[src/rtl/odt_seq_pkg.sv]
package odt_seq_pkg;
  typedef enum logic [2:0] {
    ST_IDLE,
    ST_DRAIN,
    ST_CLK_STOP,
    ST_SWITCH,
    ST_CLK_RUN,
    ST_RELOCK
  } seq_state_t;
endpackage

[src/rtl/odt_seq_timer.sv]
module odt_seq_timer #(
  parameter int W = 8
) (
  input  logic         clk,
  input  logic         rst,
  input  logic         load,
  input  logic [W-1:0] load_val,
  output logic         zero
);
  logic [W-1:0] cnt;

  always_ff @(posedge clk) begin
    if (rst) begin
      cnt <= '0;
    end else if (load) begin
      cnt <= load_val;
    end else if (cnt != '0) begin
      cnt <= cnt - 1'b1;
    end
  end

  assign zero = (cnt == '0);
endmodule

[src/rtl/odt_seq_fsm.sv]
module odt_seq_fsm
  import odt_seq_pkg::*;
#(
  parameter int   W          = 11,
  parameter int   DRAIN_CYC  = 4,
  parameter int   STOP_CYC   = 2,
  parameter int   RELOCK_CYC = 1024,
  parameter logic ODT_RESET  = 1'b1
) (
  input  logic         clk,
  input  logic         rst,
  input  logic         req_valid,
  input  logic         req_level,
  input  logic         tmr_zero,
  output logic         tmr_load,
  output logic [W-1:0] tmr_val,
  output logic         cmd_hold,
  output logic         kclk_en,
  output logic         odt_level,
  output logic         done
);
  localparam logic [W-1:0] DRAIN_LD  = W'(DRAIN_CYC - 1);
  localparam logic [W-1:0] STOP_LD   = W'(STOP_CYC - 1);
  localparam logic [W-1:0] RELOCK_LD = W'(RELOCK_CYC - 1);

  seq_state_t state, nxt;
  logic       target;
  logic       fin, quick;

  always_comb begin
    nxt      = state;
    tmr_load = 1'b0;
    tmr_val  = '0;
    fin      = 1'b0;
    quick    = 1'b0;
    unique case (state)
      ST_IDLE: begin
        if (req_valid) begin
          if (req_level != odt_level) begin
            nxt      = ST_DRAIN;
            tmr_load = 1'b1;
            tmr_val  = DRAIN_LD;
          end else begin
            quick = 1'b1;
          end
        end
      end
      ST_DRAIN: begin
        if (tmr_zero) begin
          nxt      = ST_CLK_STOP;
          tmr_load = 1'b1;
          tmr_val  = STOP_LD;
        end
      end
      ST_CLK_STOP: begin
        if (tmr_zero) nxt = ST_SWITCH;
      end
      ST_SWITCH: begin
        nxt      = ST_CLK_RUN;
        tmr_load = 1'b1;
        tmr_val  = STOP_LD;
      end
      ST_CLK_RUN: begin
        if (tmr_zero) begin
          nxt      = ST_RELOCK;
          tmr_load = 1'b1;
          tmr_val  = RELOCK_LD;
        end
      end
      ST_RELOCK: begin
        if (tmr_zero) begin
          nxt = ST_IDLE;
          fin = 1'b1;
        end
      end
      default: nxt = ST_IDLE;
    endcase
  end

  always_ff @(posedge clk) begin
    if (rst) begin
      state     <= ST_IDLE;
      cmd_hold  <= 1'b0;
      kclk_en   <= 1'b1;
      odt_level <= ODT_RESET;
      done      <= 1'b0;
      target    <= ODT_RESET;
    end else begin
      state    <= nxt;
      cmd_hold <= (nxt != ST_IDLE);
      kclk_en  <= !(nxt == ST_CLK_STOP || nxt == ST_SWITCH || nxt == ST_CLK_RUN);
      done     <= fin | quick;
      if (state == ST_IDLE && nxt == ST_DRAIN) target <= req_level;
      if (state == ST_SWITCH) odt_level <= target;
    end
  end

  // the termination output moves only while the clocks are stopped
  assert_odt_moves_stopped_R4: assert property (@(posedge clk) disable iff (rst)
    !$stable(odt_level) |-> (!kclk_en && !$past(kclk_en)));

  // clocks are only ever stopped inside a held sequence
  assert_stop_inside_hold_R3: assert property (@(posedge clk) disable iff (rst)
    !kclk_en |-> cmd_hold);

  // a restart of the clocks is followed by a held relock wait
  assert_restart_held_R5: assert property (@(posedge clk) disable iff (rst)
    $rose(kclk_en) |-> cmd_hold);

  // releasing the hold is announced by done
  assert_release_done_R5: assert property (@(posedge clk) disable iff (rst)
    $fell(cmd_hold) |-> done);

  // done never overlaps the hold
  assert_done_not_held_R8: assert property (@(posedge clk) disable iff (rst)
    done |-> !cmd_hold);

  // done is a single-cycle pulse
  assert_done_single_R8: assert property (@(posedge clk) disable iff (rst)
    done |=> !done);
endmodule

[src/rtl/odt_toggle_seq.sv]
module odt_toggle_seq #(
  parameter int   DRAIN_CYC  = 4,
  parameter int   STOP_CYC   = 2,
  parameter int   RELOCK_CYC = 1024,
  parameter logic ODT_RESET  = 1'b1
) (
  input  logic clk,
  input  logic rst,
  input  logic req_valid,
  input  logic req_level,
  output logic cmd_hold,
  output logic kclk_en,
  output logic odt_level,
  output logic done
);
  localparam int MAX_A  = (DRAIN_CYC > STOP_CYC) ? DRAIN_CYC : STOP_CYC;
  localparam int MAX_C  = (MAX_A > RELOCK_CYC) ? MAX_A : RELOCK_CYC;
  localparam int TMR_W  = $clog2(MAX_C + 1);

  logic             tmr_load;
  logic [TMR_W-1:0] tmr_val;
  logic             tmr_zero;

  odt_seq_timer #(.W(TMR_W)) u_timer (
    .clk      (clk),
    .rst      (rst),
    .load     (tmr_load),
    .load_val (tmr_val),
    .zero     (tmr_zero)
  );

  odt_seq_fsm #(
    .W          (TMR_W),
    .DRAIN_CYC  (DRAIN_CYC),
    .STOP_CYC   (STOP_CYC),
    .RELOCK_CYC (RELOCK_CYC),
    .ODT_RESET  (ODT_RESET)
  ) u_fsm (
    .clk       (clk),
    .rst       (rst),
    .req_valid (req_valid),
    .req_level (req_level),
    .tmr_zero  (tmr_zero),
    .tmr_load  (tmr_load),
    .tmr_val   (tmr_val),
    .cmd_hold  (cmd_hold),
    .kclk_en   (kclk_en),
    .odt_level (odt_level),
    .done      (done)
  );

  initial begin
    assert (DRAIN_CYC >= 1 && STOP_CYC >= 1 && RELOCK_CYC >= 1)
      else $error("phase lengths must be at least one cycle");
  end
endmodule

[config.mk]
export PLATFORM = sky130hd
export DESIGN_NAME = odt_toggle_seq
export DESIGN_NICKNAME = d
export VERILOG_FILES = /design/src/rtl/odt_seq_pkg.sv /design/src/rtl/odt_seq_timer.sv /design/src/rtl/odt_seq_fsm.sv /design/src/rtl/odt_toggle_seq.sv
export SDC_FILE = /design/constraint.sdc
export NUM_CORES = 1
export LEC_CHECK = 0
export BUFFER_PORTS_ARGS = -buffer_cell sky130_fd_sc_hd__buf_2
export CORE_MARGIN = 4
export CORE_UTILIZATION = 45
export DETAILED_ROUTE_END_ITERATION = 16
export GPL_TIMING_DRIVEN = 1
export MAX_ROUTING_LAYER = met4
export PLACE_DENSITY = 0.65
export SETUP_SLACK_MARGIN = 0.3
export SLEW_MARGIN = 15
export SYNTH_ARGS = -nofsm -noshare
export SYNTH_HDL_FRONTEND = slang
export SYNTH_SLANG_ARGS = --single-unit
[constraint.sdc]
create_clock -name clk -period 2.2 [get_ports clk]
set_input_delay 0.44 -clock clk [delete_from_list [all_inputs] [get_ports clk]]
set_output_delay 0.44 -clock clk [all_outputs]
set_load 0.05 [all_outputs]
==> results by stage, run 1 <==
Timing:
- The clock skew is roughly 0.0029 ns.
- The worst pin sits at a relative slew slack of 0.569.
- The minimum hold slack is 0.387 ns.
- Setup violations remaining at the end of the flow were counted as 0.
- For the finished layout, the period the worst path requires is 2.04 ns.
- The count of final hold-check violations is 0.
- In the final timing run, aggregate negative setup slack is 0 ns.
- For this run, the top clock speed supported by timing is just under 500 MHz.
- Setup repair after global routing could not meet its margin everywhere.
- For the pin with the worst max-slew slack, the measured transition is about 0.64 ns.
- Dividing the final minimum period by the clock period gives 0.927.
- The max-slew violation count was 0.

Setup path:
- The critical path required time is 2.39 ns.
- The worst setup path is of the reg2reg kind.
- The kind of launch point of the worst setup path is a register.
- The maximum single-stage delay on the critical path is 0.48 ns.
- The end of the worst register-to-register path is u_timer.cnt[3]$_SDFFE_PP0P_.
- Tracing the worst setup path back leads to its startpoint at u_timer.cnt[0]$_SDFFE_PP0P_.
- Walking the worst path, the cells encountered are inv_2 > ha_4 > or4b_4 > nor4_4 > buf_4 > or3_1 > o21ai_0.
- The critical path capture point type is a register.
- In this design, the largest share of critical-path delay is due to simple AND/OR/NAND/NOR gates.
- The library cell contributing the largest single delay on the critical path is or4b_4.
- In this run the register-to-register setup slack is 0.16 ns.
- For the worst flop-to-flop path, the logic depth is 7.
- The number of buffers and inverters on the critical path is 2.
- The worst-path maximum fanout is 6.
- Data on the critical path arrives at its endpoint at 2.23 ns.
- In this run the critical register-to-register path is launched from u_timer.cnt[0]$_SDFFE_PP0P_.

Floorplanning:
- The floorplan step defined a die boundary enclosing about 3000 µm².
- Measured along the y axis, the die boundary spans 55.3 µm.
- The floorplan has 16 rows.
- The initial utilization of the core area, before any placement, comes to 0.493.
- During I/O placement, the number of pins put on the boundary was 8.
- The core region is 2040 µm².
- The die width is 55.3 µm.

Placed design:
- The placer congestion estimate is 0.822.
- The sum of net half-perimeters after detailed placement is 1530 µm.
- After detailed placement, the design holds a cell count of 145.
- Input and output buffers added on the ports amount to 7.

GRT:
- Entering global routing, the biggest net connects 19 pins.
- The first global-routing pass estimated 4040 µm of wire.
- Global routing finished with a remaining overflow of 0.
- The number of antenna violations at the first check in global routing came to 0.
- The via count of the first global-routing pass is around 880.
- For this run, the total global-route usage over all layers was measured as 0.170.

Routing:
- The total number of vias is ~910.
- The count of nets left with antenna violations once routing finished came out at 0.
- In this run, the number of DRC markers left after iteration 0 of detailed routing was 20.
- The routed design has approximately 2300 µm of wire.
- The detailed-router iteration count before antenna repair is 4.
- After detailed routing, the average wire length per cell comes to 15.0 µm.
- After detailed routing, the number of vias per cell comes to 5.85.
- The post-detailed-route DRC marker count is 0.

Synth:
- The combinational family with the most area after synthesis is simple AND/OR/NAND/NOR gates.
- Of the total synthesized cell area, the portion taken by full adders, half adders and majority gates is 0.0124.
- The XOR/XNOR share of the synthesized area is 0.0784.
- The compound-cell area share of the yosys netlist came to 0.164.
- Counting every net in the synthesized netlist gives 119.
- In this run, synthesis produced a sequential element count of 19.
- The number of synthesized flops with an enable pin is 0.
- The share of the Yosys chip area taken by registers is 0.378.
- A synthesized cell averages between 8 and 9 µm².
- The number of distinct standard cells referenced by the synthesized netlist is 42.
- The total number of yosys warnings is 0.
- Among all flip-flop cells after synthesis, the most frequent one is dfxtp_1.
- The instance count of the mapped netlist is 114.
- The cell area that synthesis handed to floorplanning was ~1000 µm².
- Of all flip-flops after synthesis, the portion carrying an async set or reset was 0.
- The post-synthesis simple-gate area fraction is 0.279.
- The portion of synthesized area spent on multiplexers is 0.0460.

Power:
- The worst-case IR drop observed on VDD is 686 µV.
- The analysis attributes to cell leakage a power of around 0.49 nW.
- For this design the ratio of total power to cell area is 1240 nW/µm².

Worst hold path:
- The worst hold path was traced through 3 stages.
- The worst hold path begins at req_level.
- The destination of the worst hold path is u_fsm.target$_SDFFE_PP1P_.
- In this run the worst hold path is classified as in2reg.

Outcome:
- The flow ran to the end, and the final reports show no timing, DRC or antenna violations.

Clock tree:
- TritonCTS built the clock tree.
- In this run the number of H-tree levels came out at 1.
- The number of sinks handled by clock tree synthesis is 19.
- The worst-case clock buffer depth is 2.
- Clock latency on the worst-skew pair, taken at its later pin, is approximately 0.3 ns.
- The CTS root buffer is clkbuf_4.
- The number of clock buffers inserted by TritonCTS is 3.
- Hold repair after CTS inserted 0 buffers.
- The clock edge transition at the registers on the reported setup and hold paths is 0.11 ns.

Layout:
- The non-filler instance count after layout is 156.
- The antenna diode count is 0.
- Of the cells placed in the final design, the portion with a size suffix greater than 1 is 0.310.
- The final standard cell utilization of the core is 0.585.
- The commonest non-fill, non-tap cell in the layout is dfxtp_1.
- The net count reported at finish is 135.
- In the layout the commonest cells are dfxtp_1 (16), buf_4 (11), nand2_1 (9).
- From synthesis to final layout, the design area changed by 18.7%.

Flow run:
- The number of max-capacitance violations reported is 0.
## state kept, by name, indices dropped and copies added (netlist names)
register	cells
u_fsm.done	1
u_fsm.state	3
u_fsm.cmd_hold	1
u_fsm.target	1
u_timer.cnt	11
u_fsm.kclk_en	1
u_fsm.odt_level	1
## final cells by class
class	instances	area [µm²]
fill	198	848
timing repair buffer	18	118
sequential	19	389
clock buffer	4	26.3
multi-input combinational	86	617
tap	27	33.8
inverter	2	10.0
## synth_stat cells, types with 2 or more instances
master / count / area, µm²
or3_1: 2 / 12.5
clkbuf_1: 5 / 18.8
or4_1: 2 / 15.0
dfxtp_1: 19 / 380
nor3_1: 7 / 35.0
nand2_1: 9 / 33.8
nand2b_1: 2 / 12.5
xor2_1: 4 / 35.0
nor4_1: 2 / 12.5
nor2b_1: 4 / 25.0
xnor2_1: 5 / 43.8
mux2i_1: 2 / 20.0
a21oi_1: 7 / 35.0
a22oi_1: 2 / 15.0
o21ai_0: 6 / 30.0
inv_1: 2 / 7.51
nand3_1: 4 / 20.0
nor2_1: 6 / 22.5
## power by group
part | internal [W] | leakage (nW) | switching [W]
clock | 0.0000706 | 0.0150 | 0.000106
sequential | 0.000424 | 0.157 | 0.0000747
combinational | 0.000409 | 0.321 | 0.000394
## worst register-to-register path, stage by stage, from the launching register on
cell and delay (ns):
dfxtp_4 0.36, inv_2 0.07, ha_4 0.13, or4b_4 0.48, nor4_4 0.36, buf_4 0.19, or3_1 0.22, o21ai_0 0.12
## worst max path at each step
stage          slack, ns  depth (start not counted)                     endpoint
3_3_place_gp        0.12                          6  u_timer.cnt[8]$_SDFFE_PP0P_
5_1_grt             0.05                          7  u_timer.cnt[7]$_SDFFE_PP0P_
2_1_floorplan       0.08                          8  u_timer.cnt[8]$_SDFFE_PP0P_
6_report            0.16                          7  u_timer.cnt[3]$_SDFFE_PP0P_
4_1_cts             0.23                          6  u_timer.cnt[8]$_SDFFE_PP0P_
3_5_place_dp        0.10                          6  u_timer.cnt[8]$_SDFFE_PP0P_
## metrics by stage
stage / setup slack, ns / power, W / instance area [µm²]
floorplan: 0.0812 / 0.00107 / 1030
global placement: 0.120 / 0.00115 / 1090
detailed placement: 0.103 / 0.00116 / 1090
CTS: 0.234 / 0.00141 / 1160
global route: 0.0519 / 0.00160 / 1190
finish: 0.160 / 0.00148 / 1190
## cells by family after synthesis
group / after synthesis
and+or+nand+nor: 47
AOI/OAI and AO/OA: 25
DFF: 19
xor gates and xnor gates: 9
buffers and inverters: 9
muxes: 4
adders and majority gates: 1
## what timing repair did
action                                 4_1_cts  5_1_grt
buffers inserted                             4        3
endpoints found under the hold margin        0        0
resized for setup                            5        3
setup endpoints to repair                   16       15
pin swaps                                    4        4
## metal layers
layer  part of all wire  up-vias  track usage
li1                   -      450            -
met1               0.48      440        0.231
met2               0.46       19        0.240
met3              0.040        4       0.0280
met4              0.019        0       0.0903
met5                  0        -            -
(Power assumes the default switching activity.)
==> run 2: changes to the inputs <==
==> constraint.sdc (replaced) <==
create_clock -name clk -period 1.85 [get_ports clk]
set_input_delay 0.37 -clock clk [delete_from_list [all_inputs] [get_ports clk]]
set_output_delay 0.37 -clock clk [all_outputs]
set_load 0.05 [all_outputs]
==> run 2 against run 1 <==
  * The run now ends with negative setup slack left
  * Non-clock buffer count grew 14
  * Sequential share of layout area shrank 4.1 points
  * Final cell count grew 9.0%
  * Final area grew 12%
  * Clock skew grew 0.0085 ns
  * Via count grew 4.3%
  * Power grew 35%
  * Largest cell class unchanged
  * Combinational power grew 53%
==> results by stage, run 2 (synthesis gave the netlist of run 1 again) <==
GRT:
- Entering global routing, the biggest net connects 19 pins.
- The number of antenna violations at the first check in global routing is 0.
- The via count of the first global-routing pass is 938.
- The total grt overflow is 0.
- The global-route wire length before repair is 4130 µm.
- The global routing usage summed across all routing layers is 0.172.

Placed design:
- The post-placement setup slack is -0.175 ns.
- The number of buffers added on ports is 7.
- The area after detailed placement is 1190 µm².
- Once placement completed, the tool counted placed cells totaling 158.
- The placer congestion estimate is 0.883.
- The sum of net half-perimeters after detailed placement is about 1600 µm.

Routing:
- After detailed routing, the number of remaining DRC violations is 0.
- The final routed wirelength across all metal layers is 2500 µm.
- After detailed routing, the number of vias per cell comes to 5.60.
- The violation count after the first detailed-routing iteration is 23.
- The routed layout has approximately 950 vias.
- For this run, the detailed router's first-pass iteration total came to 4.
- Dividing the detail-routed wire length by the instance count gives 14.7 µm.
- In this run the remaining antenna-violating nets after routing total 0.

Clock tree:
- The number of sinks handled by clock tree synthesis is 19.
- The worst-case clock buffer depth is 2.
- The clock edge transition at the registers on the reported setup and hold paths is 0.10 ns.
- The TritonCTS clock tree is yes.
- The number of clock buffers inserted by TritonCTS is 3.
- Hold repair after CTS inserted 0 buffers.
- The H-tree depth reported by CTS is 1.
- The CTS root buffer is clkbuf_4.
- The later pin in the worst-skew pair is clocked with a latency of 0.30 ns.

Setup path:
- The critical path class is reg2reg.
- The number of cell instances on the worst register-to-register path is 8.
- The signal on the critical path passes through inv_2 > ha_4 > or4b_4 > buf_6 > nor4_4 > buf_4 > mux2_4 > a21oi_2.
- The worst setup path is captured at a register.
- Data arrives at the worst endpoint at 2.27 ns.
- The kind of launch point of the worst setup path is a register.
- Of all nets on the critical path, the largest fanout is 3.
- On the worst path, the slowest cell contributes a delay of 0.47 ns.
- The critical path required time is between 2 and 2.5 ns.
- For this design, the slowest cell found on the critical path is or4b_4.

Timing:
- The count of final hold-check violations is 0.
- The worst pin sits at a relative slew slack of 0.756.
- The max-slew violation count is 0.
- The clock period minus final worst setup slack is 2.04 ns.
- In the finished design, the share of the clock period the worst path needs comes to 1.10.
- The post-route worst setup slack is -0.186 ns.
- The slew at the pin with the worst max-slew slack is 0.365 ns.
- Between clock sinks in the finished design, the worst skew comes to 0.0113 ns.
- Derived from the worst setup path, the maximum achievable clock frequency is 491 MHz.
- Setup repair after global routing could not meet its margin everywhere.
- Setup violations remaining at the end of the flow were counted as 10.

Worst hold path:
- The number of instances on the worst hold path is 3.
- In this run the worst hold path is classified as in2reg.

Layout:
- The antenna diode count is 0.
- Across the whole layout, storage elements account for ~380 µm².
- The finished layout holds 170 standard cells, fillers aside.
- The register with the most flip-flops in the layout has 11 of them.
- The final layout contains 149 nets.
- The signed area change from the synthesized netlist to the final layout is 33.2%.
- With fillers left out, the area of the finished cells amounts to ~1300 µm².
- The largest registers in the layout are u_timer.cnt: 11 flops, u_fsm.state: 3 flops.
- Counting the fill cells in the layout gives 190.
- The area taken by multi-input logic gates is 659 µm².
- Ranked by flip-flop count, first place goes to u_timer.cnt.
- In the layout the commonest cells are buf_4 (23), dfxtp_1 (18), nand2_1 (8).
- Leaving out fill and tap cells, the most frequent cell in the layout is buf_4.
- The share of final-layout standard cells stronger than drive strength 1 is 0.441.

Floorplanning:
- 8 I/O pins were placed.
- The die covers ~3100 µm².
- The die width is 55.3 µm.
- In this run the vertical extent of the chip is 55.3 µm.
- The total number of placement rows is 16.
- The initial cell density of the core is 0.493.
- The placeable core region is 2040 µm².

Flow run:
- Across the run, the number of max-cap violations was 0.

Outcome:
- The checks that failed: negative setup slack.
- The flow ran to the end, but the final reports show violations.

Power:
- The worst-case IR drop observed on VDD is about 880 µV.
- The power density over the cells is 1490 nW/µm².
- The total design power is 0.00199 W.
- The static power due to leakage is about 0.58 nW.
## run 2: what timing repair did
| item | CTS | global route |
|---|---|---|
| endpoints found under the hold margin | 0 | 0 |
| setup endpoints to repair | 16 | 17 |
| pin swaps | 2 | 9 |
| gates resized for setup | 4 | 17 |
| buffers inserted | 6 | 2 |
## run 2: area by class of cell
| type | instances | area share |
|---|---|---|
| tap | 27 | 0.0252 |
| multi-input combinational | 86 | 0.492 |
| clock inverter | 1 | 0.00373 |
| timing repair buffer | 32 | 0.172 |
| sequential | 19 | 0.285 |
| clock buffer | 3 | 0.0168 |
| inverter | 2 | 0.00560 |
## run 2: metrics by stage
step           hold WS (ns)  utilization  TNS [ns]
2_1_floorplan         0.438            -     -1.85
3_3_place_gp          0.449        0.582    -0.582
5_1_grt               0.330        0.656     -2.31
6_report              0.321        0.656     -1.13
4_1_cts               0.313        0.626    -0.472
3_5_place_dp          0.472        0.582    -0.887
## run 2: layer usage
layer	global-route usage	up-vias	wire length, µm
met3	0.0490	8	134
met1	0.209	433	1110
met4	0.0625	0	63
met2	0.272	36	1190
li1	-	475	-
met5	-	-	0
## run 2: power breakdown
group	internal (W)	switching (W)	leakage, nW
Sequential	0.000494	0.0000598	0.156
Clock	0.0000807	0.000128	0.0177
Combinational	0.000651	0.000580	0.408
## run 2: worst paths after layout
kind / start / to / slack, ns
setup reg to reg: u_timer.cnt[1]$_SDFFE_PP0P_ / u_timer.cnt[0]$_SDFFE_PP0P_ / -0.19
hold / removal: req_level / u_fsm.target$_SDFFE_PP1P_ / 0.32
setup / recovery: u_timer.cnt[1]$_SDFFE_PP0P_ / u_timer.cnt[0]$_SDFFE_PP0P_ / -0.19
hold reg to reg: u_fsm.target$_SDFFE_PP1P_ / u_fsm.odt_level$_SDFFE_PP1P_ / 0.49
## run 2: critical path: cells and delay by family, from the launching register on
family	cells	cell delay, ns
flops	1	0.34
fa+ha+maj	1	0.12
compound gates	1	0.14
buf+inv	3	0.40
simple gates	2	0.67
mux	1	0.30
==> run 3: changes to the inputs <==
--- a/config.mk
+++ b/config.mk
@@ -5,15 +5,16 @@
 export SDC_FILE = /design/constraint.sdc
 export NUM_CORES = 1
 export LEC_CHECK = 0
+export ABC_AREA = 1
 export BUFFER_PORTS_ARGS = -buffer_cell sky130_fd_sc_hd__buf_2
 export CORE_MARGIN = 4
 export CORE_UTILIZATION = 45
 export DETAILED_ROUTE_END_ITERATION = 16
 export GPL_TIMING_DRIVEN = 1
 export MAX_ROUTING_LAYER = met4
-export PLACE_DENSITY = 0.65
 export SETUP_SLACK_MARGIN = 0.3
 export SLEW_MARGIN = 15
 export SYNTH_ARGS = -nofsm -noshare
 export SYNTH_HDL_FRONTEND = slang
+export SYNTH_HIERARCHICAL = 1
 export SYNTH_SLANG_ARGS = --single-unit
==> run 3 against run 2 <==
  * The run still ends with negative setup slack left
  * Clock power is 2% lower
  * Critical path depth rose by 6
  * Synthesized cell count rose by 64%
  * Utilization fell by 2.3 points
  * Largest power group unchanged
==> results by stage, run 3 <==
Clock tree:
- The total of hold buffers inserted after clock tree synthesis is 0.
- After clock tree synthesis, the clock-pin slew on the worst setup and hold paths is ~0.1 ns.
- TritonCTS built the clock tree.
- The H-tree depth reported by CTS is 1.
- The number of sinks handled by clock tree synthesis is 19.
- The number of clock buffers inserted by TritonCTS is 3.
- CTS placed an instance of clkbuf_4 at the clock tree root.
- The clock latency at the later pin of the worst-skew pair is just under 0.3 ns.
- In this run the deepest clock path goes through 2 buffers.

Routing:
- In this run, the number of DRC markers left after iteration 0 of detailed routing was 46.
- The detail-routed net length per standard cell is 12.3 µm.
- The post-detailed-route DRC marker count is 0.
- Summing over every cut layer, the via total after detailed routing is 1285.
- The detailed-router iteration count before antenna repair is 4.
- Dividing the detail-routed via count by the number of cells gives 5.10.
- The detail route stage leaves a number of antenna-violating nets equal to 0.
- The final routed wirelength across all metal layers is ~3100 µm.

Timing:
- Timing would allow up to 505 MHz.
- Setup repair after global routing could not meet its margin everywhere.
- The final critical-path share of the clock period is 1.07.
- The clock skew is between 0.007 and 0.008 ns.
- The clock period minus final worst setup slack is ~2.0 ns.
- Setup total negative slack on the finished layout was measured at -0.986 ns.
- The final-report setup violation count is 11.
- After layout, the worst setup slack is -0.131 ns.
- The max-slew violation count came to 0.
- The count of final hold-check violations is 0.

Setup path:
- The critical path class is reg2reg.
- The worst-path maximum fanout is 6.
- The critical path required time is 2.03 ns.
- The worst setup path is captured at a register.
- The worst register-to-register path has a depth of 14.
- The worst setup path is launched from a register.
- The end of the worst register-to-register path is u_timer/cnt[3]$_SDFFE_PP0P_.
- The signal arrival time at the worst endpoint is 2.16 ns.
- The setup slack of the most critical reg-to-reg path is -0.13 ns.
- In this run the critical register-to-register path is launched from u_timer/cnt[0]$_SDFFE_PP0P_.

GRT:
- The total grt overflow is 0.
- The number of antenna violations at the first check in global routing came to 0.
- Entering global routing, the biggest net connects 15 pins.
- The via count of the first global-routing pass is approximately 1200.
- In the global route stage, overall resource usage came out at 0.188.
- The global-route wire length before repair is 4970 µm.

Power:
- The switching power is 0.00110 W.
- The switching share of total power is 0.448.
- The logic gate share of total power is 0.679.
- For this design the ratio of total power to cell area is between 1500 and 2000 nW/µm².
- The static power due to leakage is 0.798 nW.
- The cell-internal power is approximately 0.0014 W.
- VDD sags by at most 812 µV.
- The share of total power dissipated in sequential elements is 0.237.
- The share of total power dissipated in the clock network is 0.084.

Synth:
- The synthesized netlist net count is 192.
- After synthesis the cells add up to between 1000 and 1500 µm².
- The most used flip-flop cell after synthesis is dfxtp_1.
- The most frequent cell after synthesis is nand2_1.
- The number of synthesized flops with an enable pin is 0.
- The instance count of the mapped netlist is 187.
- Yosys attributes the largest share of cell area to dfxtp_1 (32%), nand2_1 (17%), nor2_1 (7.5%).
- Counting flops and latches in the post-synthesis netlist gives 19.
- During synthesis, Yosys emitted a total of 6 warnings.
- The cell taking the most area after synthesis is dfxtp_1.
- Dividing the synthesized area by the synthesized cell count gives roughly 6.4 µm².
- In this run, distinct cell masters in the synthesized netlist total 29.
- The share of synthesized area in the top cell type comes to 0.316.
- The commonest cells after synthesis are nand2_1 (54), nor2_1 (24), inv_1 (22).
- In the synthesized netlist the async set-or-reset flop fraction comes to 0.
- Of the synthesized area, sequential elements account for 0.316.

Layout:
- The flip-flop count of the largest register after layout is 11.
- The signed area change from the synthesized netlist to the final layout is 32.8%.
- The final layout contains 228 nets.
- The number of antenna diodes in the final layout is 0.
- u_timer/cnt holds more flip-flops than any other register.
- In the final layout, the registers with the most flip-flops are u_timer/cnt: 11 flops, u_fsm/state: 3 flops.
- In the layout the commonest cells are nand2_1 (46), buf_4 (31), nor2_1 (23).
- The library cell used most frequently in the layout, excluding fill and tap cells, is nand2_1.
- The share of final-layout standard cells stronger than drive strength 1 is 0.378.

Placed design:
- The sum of net half-perimeters after detailed placement is between 2000 and 2500 µm.
- The post-placement setup slack is -0.0904 ns.
- At the end of routability-driven placement, the weighted congestion stood at between 0.8 and 0.9.
- The number of buffers added on ports is 7.

Outcome:
- The checks that failed: negative setup slack.
- The run finished, with violations left.

Floorplanning:
- The vertical die dimension is between 50 and 60 µm.
- The total number of placement rows is 18.
- The die width is 59.7 µm.
- The total die area is approximately 3600 µm².
- In this run the standard cell core region covers 2520 µm².
- The I/O pin count is 8.
- The initial utilization of the core area, before any placement, comes to 0.477.

Worst hold path:
- The beginning of the worst hold path is req_level.
- The tightest min-delay check is of the in2reg type.
- Along the worst hold path, the cell count comes to 5.
- The destination of the worst hold path is u_fsm/target$_SDFFE_PP1P_.

Flow run:
- The number of max-capacitance violations reported is 0.
-- run 3: worst max path at each step --
stage / slack, ns / depth (start not counted) / start / end
2_1_floorplan: -0.06 / 11 / u_timer/cnt[0]$_SDFFE_PP0P_ / u_timer/cnt[2]$_SDFFE_PP0P_
3_3_place_gp: -0.06 / 11 / u_timer/cnt[0]$_SDFFE_PP0P_ / u_timer/cnt[2]$_SDFFE_PP0P_
3_5_place_dp: -0.09 / 11 / u_timer/cnt[0]$_SDFFE_PP0P_ / u_timer/cnt[2]$_SDFFE_PP0P_
4_1_cts: -0.008 / 13 / u_timer/cnt[0]$_SDFFE_PP0P_ / u_timer/cnt[8]$_SDFFE_PP0P_
5_1_grt: -0.22 / 14 / u_timer/cnt[0]$_SDFFE_PP0P_ / u_timer/cnt[7]$_SDFFE_PP0P_
6_report: -0.13 / 14 / u_timer/cnt[0]$_SDFFE_PP0P_ / u_timer/cnt[3]$_SDFFE_PP0P_
-- run 3: timing repair --
item	4_1_cts	5_1_grt
gates cloned	3	0
endpoints found under the hold margin	0	0
setup endpoints to repair	17	17
setup buffers	10	3
resized for setup	8	15
pin swaps	16	9
-- run 3: kinds of logic after synthesis --
| logic type | Yosys count | synth area share |
|---|---|---|
| AOI/OAI and AO/OA | 12 | 0.0583 |
| xor gates and xnor gates | 2 | 0.0146 |
| adders and majority gates | 1 | 0.0104 |
| buffers and inverters | 35 | 0.140 |
| DFF | 19 | 0.316 |
| muxes | 1 | 0.00832 |
| other | 1 | 0.00312 |
| and+or+nand+nor | 116 | 0.448 |
-- run 3: through the flow --
step	instance area [µm²]	instances	power, W	utilization	hold WS, ns
final	1600	252	0.00246	0.633	0.429
after global routing	1600	252	0.00265	0.633	0.437
after CTS	1530	249	0.00225	0.606	0.427
after detailed placement	1390	232	0.00187	0.550	0.457
after global placement	1390	232	0.00187	0.550	0.450
after floorplan	1250	187	0.00153	-	0.426
-- run 3: cell type report --
| type | count | area, µm² |
|---|---|---|
| well taps | 30 | 37.5 |
| multi-input cells | 133 | 743 |
| clock buffers | 4 | 26.3 |
| repair inverters | 2 | 15.0 |
| repair buffers | 40 | 290 |
| fillers | 244 | 926 |
| flip-flops and latches | 19 | 383 |
| inverters | 24 | 101 |
-- run 3: critical path, stage by stage, from the launching register on --
cell and delay [ns]:
dfxtp_2 0.33, inv_2 0.07, ha_4 0.15, nand3_4 0.08, nor3_4 0.21, nand2_2 0.11
nor2_4 0.14, nand4_1 0.12, nand4_1 0.11, buf_6 0.14, clkinvlp_4 0.15, nand2_2 0.11
nand2_2 0.05, nand2_1 0.06, nor2_1 0.04
-- run 3: power by group through the flow --
stage / logic [W] / clock network (W) / registers [W]
floorplan: 0.000890 / 0 / 0.000638
global route: 0.00182 / 0.000237 / 0.000595
CTS: 0.00146 / 0.000213 / 0.000577
detailed placement: 0.00129 / 0 / 0.000587
global placement: 0.00128 / 0 / 0.000586
finish: 0.00167 / 0.000205 / 0.000583
-- run 3: layer usage --
| metal | wire length, µm | vias to the layer above | global-route usage | share of wire |
|---|---|---|---|---|
| met5 | 0 | - | - | 0 |
| met1 | 1240 | 573 | 0.214 | 0.40 |
| met3 | 188 | 8 | 0.0324 | 0.061 |
| met2 | 1610 | 51 | 0.327 | 0.52 |
| li1 | - | 653 | - | - |
| met4 | 45 | 0 | 0.0665 | 0.015 |
